--- src/rtl/grpconv_pkg.sv ---
package grpconv_pkg;

    // Channel mode, encoded {one-shot, link}
    typedef enum logic [1:0] {
        MODE_SOLO_CONT = 2'b00,
        MODE_GRP_CONT  = 2'b01,
        MODE_SOLO_ONCE = 2'b10,
        MODE_GRP_ONCE  = 2'b11
    } conv_mode_e;

    function automatic logic stops_after_one(conv_mode_e m);
        return (m == MODE_SOLO_ONCE) || (m == MODE_GRP_ONCE);
    endfunction

endpackage

--- src/rtl/grpconv_map.sv ---
module grpconv_map #(
    parameter int NCH = 7
) (
    input  logic [NCH-1:0] link_i,
    input  logic [NCH-1:0] set_i,
    input  logic [NCH-1:0] clr_i,
    output logic [NCH-1:0] link_eff_o,
    output logic [NCH-1:0] master_o,
    output logic [NCH-1:0] grp_set_o,
    output logic [NCH-1:0] grp_clr_o
);
    localparam int IDX_W = (NCH > 1) ? $clog2(NCH) : 1;
    localparam logic [NCH-1:0] TOP_MASK = ~(NCH'(1) << (NCH - 1));

    logic [NCH-1:0] leff;
    logic [IDX_W-1:0] owner [NCH];

    assign leff       = link_i & TOP_MASK;
    assign link_eff_o = leff;
    assign master_o   = ~leff;

    always_comb begin
        for (int c = 0; c < NCH; c++) begin
            logic found;
            found    = 1'b0;
            owner[c] = IDX_W'(NCH - 1);
            for (int j = 0; j < NCH; j++) begin
                if (j >= c && !found && !leff[j]) begin
                    owner[c] = IDX_W'(j);
                    found    = 1'b1;
                end
            end
        end
    end

    always_comb begin
        for (int c = 0; c < NCH; c++) begin
            grp_set_o[c] = set_i[owner[c]];
            grp_clr_o[c] = clr_i[c] | clr_i[owner[c]];
        end
    end

endmodule

--- src/rtl/grpconv_chan.sv ---
module grpconv_chan
    import grpconv_pkg::*;
#(
    parameter int OSR   = 16,
    parameter int RES_W = 16
) (
    input  logic             clk,
    input  logic             rst_n,
    input  logic             tick_i,
    input  logic             grp_set_i,
    input  logic             grp_clr_i,
    input  logic             single_i,
    input  logic             link_i,
    input  logic [RES_W-1:0] sample_i,
    output logic             busy_o,
    output logic             done_o,
    output logic             valid_o,
    output logic [RES_W-1:0] result_o
);
    localparam int CNT_W = (OSR > 1) ? $clog2(OSR) : 1;
    localparam logic [CNT_W-1:0] LAST = CNT_W'(OSR - 1);

    typedef struct packed {
        logic             busy;
        logic [CNT_W-1:0] cnt;
        logic             done;
        logic             valid;
        logic [RES_W-1:0] res;
    } chan_st_t;

    chan_st_t st_d, st_q;
    conv_mode_e mode;

    assign mode = conv_mode_e'({single_i, link_i});

    always_comb begin
        st_d      = st_q;
        st_d.done = 1'b0;
        if (grp_clr_i) begin
            st_d.busy  = 1'b0;
            st_d.cnt   = '0;
            st_d.valid = 1'b0;
        end else if (grp_set_i) begin
            st_d.busy  = 1'b1;
            st_d.cnt   = '0;
            st_d.valid = 1'b0;
        end else if (st_q.busy && tick_i) begin
            if (st_q.cnt == LAST) begin
                st_d.done  = 1'b1;
                st_d.valid = 1'b1;
                st_d.res   = sample_i;
                st_d.cnt   = '0;
                st_d.busy  = !stops_after_one(mode);
            end else begin
                st_d.cnt = st_q.cnt + CNT_W'(1);
            end
        end
    end

    always_ff @(posedge clk or negedge rst_n) begin
        if (!rst_n) st_q <= '0;
        else        st_q <= st_d;
    end

    assign busy_o   = st_q.busy;
    assign done_o   = st_q.done;
    assign valid_o  = st_q.valid;
    assign result_o = st_q.res;


    oneshot_stop_chk: assert property (@(posedge clk) disable iff (!rst_n)
        done_o && $past(single_i) |-> !busy_o);


    abort_clears_chk: assert property (@(posedge clk) disable iff (!rst_n)
        grp_clr_i |=> !busy_o && !valid_o && !done_o);


    idle_no_done_chk: assert property (@(posedge clk) disable iff (!rst_n)
        !busy_o |=> !done_o);


    done_valid_chk: assert property (@(posedge clk) disable iff (!rst_n)
        done_o |-> valid_o);

endmodule

--- src/rtl/grpconv_seq.sv ---
module grpconv_seq #(
    parameter int NCH   = 7,
    parameter int OSR   = 16,
    parameter int RES_W = 16
) (
    input  logic                 clk,
    input  logic                 rst_n,
    input  logic                 tick_i,
    input  logic [NCH-1:0]       link_i,
    input  logic [NCH-1:0]       single_i,
    input  logic [NCH-1:0]       start_set_i,
    input  logic [NCH-1:0]       start_clr_i,
    input  logic [NCH*RES_W-1:0] sample_i,
    output logic [NCH-1:0]       start_o,
    output logic [NCH-1:0]       master_o,
    output logic                 mod_clk_en_o,
    output logic [NCH-1:0]       done_o,
    output logic [NCH-1:0]       valid_o,
    output logic [NCH*RES_W-1:0] result_o
);
    logic [NCH-1:0] link_eff;
    logic [NCH-1:0] grp_set;
    logic [NCH-1:0] grp_clr;

    grpconv_map #(.NCH(NCH)) u_map (
        .link_i     (link_i),
        .set_i      (start_set_i),
        .clr_i      (start_clr_i),
        .link_eff_o (link_eff),
        .master_o   (master_o),
        .grp_set_o  (grp_set),
        .grp_clr_o  (grp_clr)
    );

    for (genvar c = 0; c < NCH; c++) begin : g_chan
        grpconv_chan #(.OSR(OSR), .RES_W(RES_W)) u_chan (
            .clk       (clk),
            .rst_n     (rst_n),
            .tick_i    (tick_i),
            .grp_set_i (grp_set[c]),
            .grp_clr_i (grp_clr[c]),
            .single_i  (single_i[c]),
            .link_i    (link_eff[c]),
            .sample_i  (sample_i[c*RES_W +: RES_W]),
            .busy_o    (start_o[c]),
            .done_o    (done_o[c]),
            .valid_o   (valid_o[c]),
            .result_o  (result_o[c*RES_W +: RES_W])
        );


        grp_start_chk: assert property (@(posedge clk) disable iff (!rst_n)
            grp_set[c] && !grp_clr[c] |=> start_o[c]);


        only_grp_start_chk: assert property (@(posedge clk) disable iff (!rst_n)
            !start_o[c] && !grp_set[c] |=> !start_o[c]);
    end

    // Shared modulator clock runs only while some channel converts
    assign mod_clk_en_o = |start_o;


    clk_en_rise_chk: assert property (@(posedge clk) disable iff (!rst_n)
        $rose(mod_clk_en_o) |-> $past(|start_set_i));

endmodule

--- config.mk ---
export PLATFORM = sky130hd
export DESIGN_NAME = grpconv_seq
export DESIGN_NICKNAME = d
export VERILOG_FILES = /design/src/rtl/grpconv_pkg.sv /design/src/rtl/grpconv_map.sv /design/src/rtl/grpconv_chan.sv /design/src/rtl/grpconv_seq.sv
export SDC_FILE = /design/constraint.sdc
export NUM_CORES = 1
export LEC_CHECK = 0
export CAP_MARGIN = 20
export CELL_PAD_IN_SITES_DETAIL_PLACEMENT = 0
export CELL_PAD_IN_SITES_GLOBAL_PLACEMENT = 1
export CORE_UTILIZATION = 35
export DETAILED_ROUTE_END_ITERATION = 8
export HOLD_SLACK_MARGIN = 0.05
export PLACE_DENSITY_LB_ADDON = 0.1
export SETUP_SLACK_MARGIN = 0.3
export SLEW_MARGIN = 20
export SYNTH_ARGS = -nofsm -noshare
export SYNTH_HDL_FRONTEND = slang
export SYNTH_SLANG_ARGS = --single-unit
--- constraint.sdc ---
create_clock -name clk -period 2.74 [get_ports clk]
set_clock_uncertainty 0.1 [all_clocks]
set_input_delay 0.411 -clock clk [delete_from_list [all_inputs] [get_ports clk]]
set_output_delay 0.411 -clock clk [all_outputs]
set_load 0.03 [all_outputs]
==> results.cfg <==
[synthesis]
postSynthCellCount = 683
synthTopCellsByArea = dfrtp_1 (50%), buf_4 (13%), mux2_2 (12%), mux2_4 (4.5%), a21oi_1 (1.8%)
ys.flop_type = dfrtp_1
synth_seq_cells = 161
synth_top_area_cell = dfrtp_1
synth_top_area_share_pct = 49.9
avgSynthCellArea_um2 = 11.8
syn_nets = 833
synth_warnings = 0
syn_area_um2 = 8070
synth_edf_count = 0
synth_cell_types = 65
ys_async_sr_fraction_pct = 100
ys_seq_area_share_pct = 49.9

[cells_and_area]
final_util_pct = 48.6
drive_gt1_share_pct = 21.6
n_antenna_cell = 0
synthToLayoutAreaGrowth_pct = 36.2
layout_commonest_cell = clkdlybuf4s50_1
num-nets-final = 1007
final_cell_mix = clkdlybuf4s50_1 (277), dfrtp_1 (161), mux2_2 (83)
final_cell_count_no_fill = 1155

[sta]
worstMarginPinSlew_ns = 0.567
drv_slew = 0
setup_ws_ns = 0.392
max_slew_margin_pct = 62.2
clock.fmax_mhz = 426
setup_tns_ns = 0
period_share_pct = 85.7
setup_viol = 0
rsz0062_at_grt = false
hold_viol_final = 0
layout_min_cycle_time_ns = 2.35

[place]
place_ws_ns = -0.0638
dp_hpwl_mm = 14.1
io_buffers = 281
dp_cells = 1121
gp_congestion = 0.893

[pwr]
p_switching_mw = 1.28
switching_share_pct = 24.5
finalPower_mw = 5.24
power_density_nw_per_um2 = 477
ir_worst_vdd_mv = 0.317
combPwrFrac_pct = 9.8
p_clk_share_pct = 44.3
p_leak_nw = 5.03
internal_power_mw = 3.96
p_seq_share_pct = 46.0

[route]
dr.pass1.iters = 4
drtAntennaViolNets = 0
vias = 5434
via_per_inst = 4.70
drc = 0
initialDrtViolationCount = 240
routed_wl_mm = 18.8
detail_route.wl_per_cell_um = 16.2

[die]
fp-row-count = 55
die_width_um = 154
die_area_um2 = 23700
die_h_um = 154
ios = 284
core_um2 = 22600
initial_core_util_pct = 35.7

[global_routing]
antenna_found_initial = 0
grt_pass1_wl_mm = 30.4
grt_max_degree = 58
grt_pass1_vias = 5709
track_usage_pct = 16.5
grt-ovfl-total = 0

[outcome]
status = completed

[critical_path]
path_cells = clkdlybuf4s50_1 > inv_1 > clkdlybuf4s50_1
path_class = primary input to primary output
endpoint_kind = primary output
cp_top_family = buffers and inverters
reg2reg_slack_ns = 0.85
path_buf_inv = 3
worstSetupStartpointType = primary input
worstReg2RegEnd = g_chan[0].u_chan.result_o[13]
r2r_start = g_chan[0].u_chan.st_q[18]
required_ns = 2.23
crit_slowest_cell = clkdlybuf4s50_1
crit_top_cell = clkdlybuf4s50_1
reg2reg_depth = 6
cp.arrival_ns = 1.84
worstPathMaxFanout = 6
max_stage_delay_ns = 0.71

[clock_network]
clock-sinks = 161
clk_latency_ns = 0.42
clockBufferDepth = 2
clk_pin_slew_ns = 0.07
cts_tree = done
ctsRootBufferMaster = clkbuf_16
cts_buffers = 17
htreeDepth = 4

[min_path]
hold_path.class = flop to flop
hold_path_depth = 1
hold_path_end = g_chan[5].u_chan.result_o[12]
hp-start = g_chan[5].u_chan.result_o[12]

[flow_run]
max_cap_violations = 0
[stage by stage]
step           hold slack [ns]  area [um2]
6_report                 0.397       11000
5_1_grt                  0.419       11000
4_1_cts                  0.401       11000
3_5_place_dp             0.318       10400
3_3_place_gp             0.312       10400
2_1_floorplan           0.0154        8070
[cell usage after synthesis (2+ instances only)]
cell type and n:
nand2b_1 2, nand2_1 35, or3_1 2, dfrtp_1 161, nor3_1 14, a211oi_1 4
buf_4 137, buf_6 6, a21oi_1 29, clkbuf_1 5, mux2_4 24, nand3_1 26
buf_2 5, a21boi_0 3, o21ai_0 10, nor2b_1 4, inv_1 12, ha_1 7
mux2_2 83, mux2_1 5, nand3_4 2, nor2_1 34, inv_2 2, a31oi_1 4
o211ai_1 2, o311ai_0 2, nand2b_4 2, xor2_1 12, and2_4 2, and3_1 10
nand4_1 3
[state kept, by name (all words and copies together), names as in the netlist]
register and cells:
g_chan.u_chan.valid_o 7, g_chan.u_chan.busy_o 7, g_chan.u_chan.result_o 112, g_chan.u_chan.done_o 7, g_chan.u_chan.st_q 28
[worst max-delay path by stage]
stage	startpoint	endpoint	slack [ns]	depth (start not counted)
6_report	link_i[4]	master_o[4]	0.39	3
3_3_place_gp	link_i[3]	g_chan[1].u_chan.result_o[11]	-0.04	8
3_5_place_dp	link_i[3]	g_chan[1].u_chan.result_o[15]	-0.06	8
2_1_floorplan	link_i[1]	g_chan[0].u_chan.result_o[10]	0.51	8
4_1_cts	link_i[3]	g_chan[1].u_chan.result_o[0]	0.38	8
5_1_grt	link_i[4]	g_chan[0].u_chan.result_o[13]	0.33	9
[power groups by stage]
stage	combinational [mW]	clock (mW)	sequential (mW)
final	0.511	2.32	2.41
after global routing	0.557	2.51	2.41
after CTS	0.519	2.42	2.41
after detailed placement	0.517	0	2.46
after global placement	0.511	0	2.46
after floorplan	0.179	0	2.45
[cells by family (layout without fill, tap and decap cells)]
group | Yosys count | in the layout | synth area share [%]
buffers and inverters | 169 | 356 | 14.9
DFF | 161 | 161 | 49.9
and+or+nand+nor | 149 | 149 | 9.55
muxes | 114 | 114 | 17.1
AOI/OAI and AO/OA | 70 | 70 | 6.11
xor gates and xnor gates | 12 | 12 | 1.30
adders and majority gates | 7 | 7 | 1.08
other | 1 | 1 | 0.0464
[per-layer routing]
metal | up-vias | routed length (um) | track usage, %
met1 | 2677 | 8100 | 19.9
met2 | 174 | 9410 | 28.5
met5 | - | 0 | 0
met4 | 0 | 248 | 5.24
li1 | 2565 | - | -
met3 | 18 | 1010 | 4.54
[worst register-to-register path, cell delays in order (launching register included)]
cell,delay [ns]
dfrtp_1,0.41
ha_1,0.20
nand3_1,0.11
nor3_1,0.31
nand3_4,0.14
buf_12,0.19
mux2_4,0.31
[repair_timing]
action                                  CTS  global route
pin swaps                                 0             1
gates resized for setup                   3             0
endpoints found under the setup margin    3            13
setup buffers                             0             1
hold buffers                              1             0
endpoints found under the hold margin    55             0
[final cells by class]
type                    count  area [um2]
clock inverters            12         121
flip-flops and latches    161        4030
repair buffers            310        3140
fillers                  2035       11600
clock buffers              20         447
inverters                  14        52.6
well taps                 285         357
multi-input cells         353        2840
No activity file was read; power rests on OpenSTA's default activity.
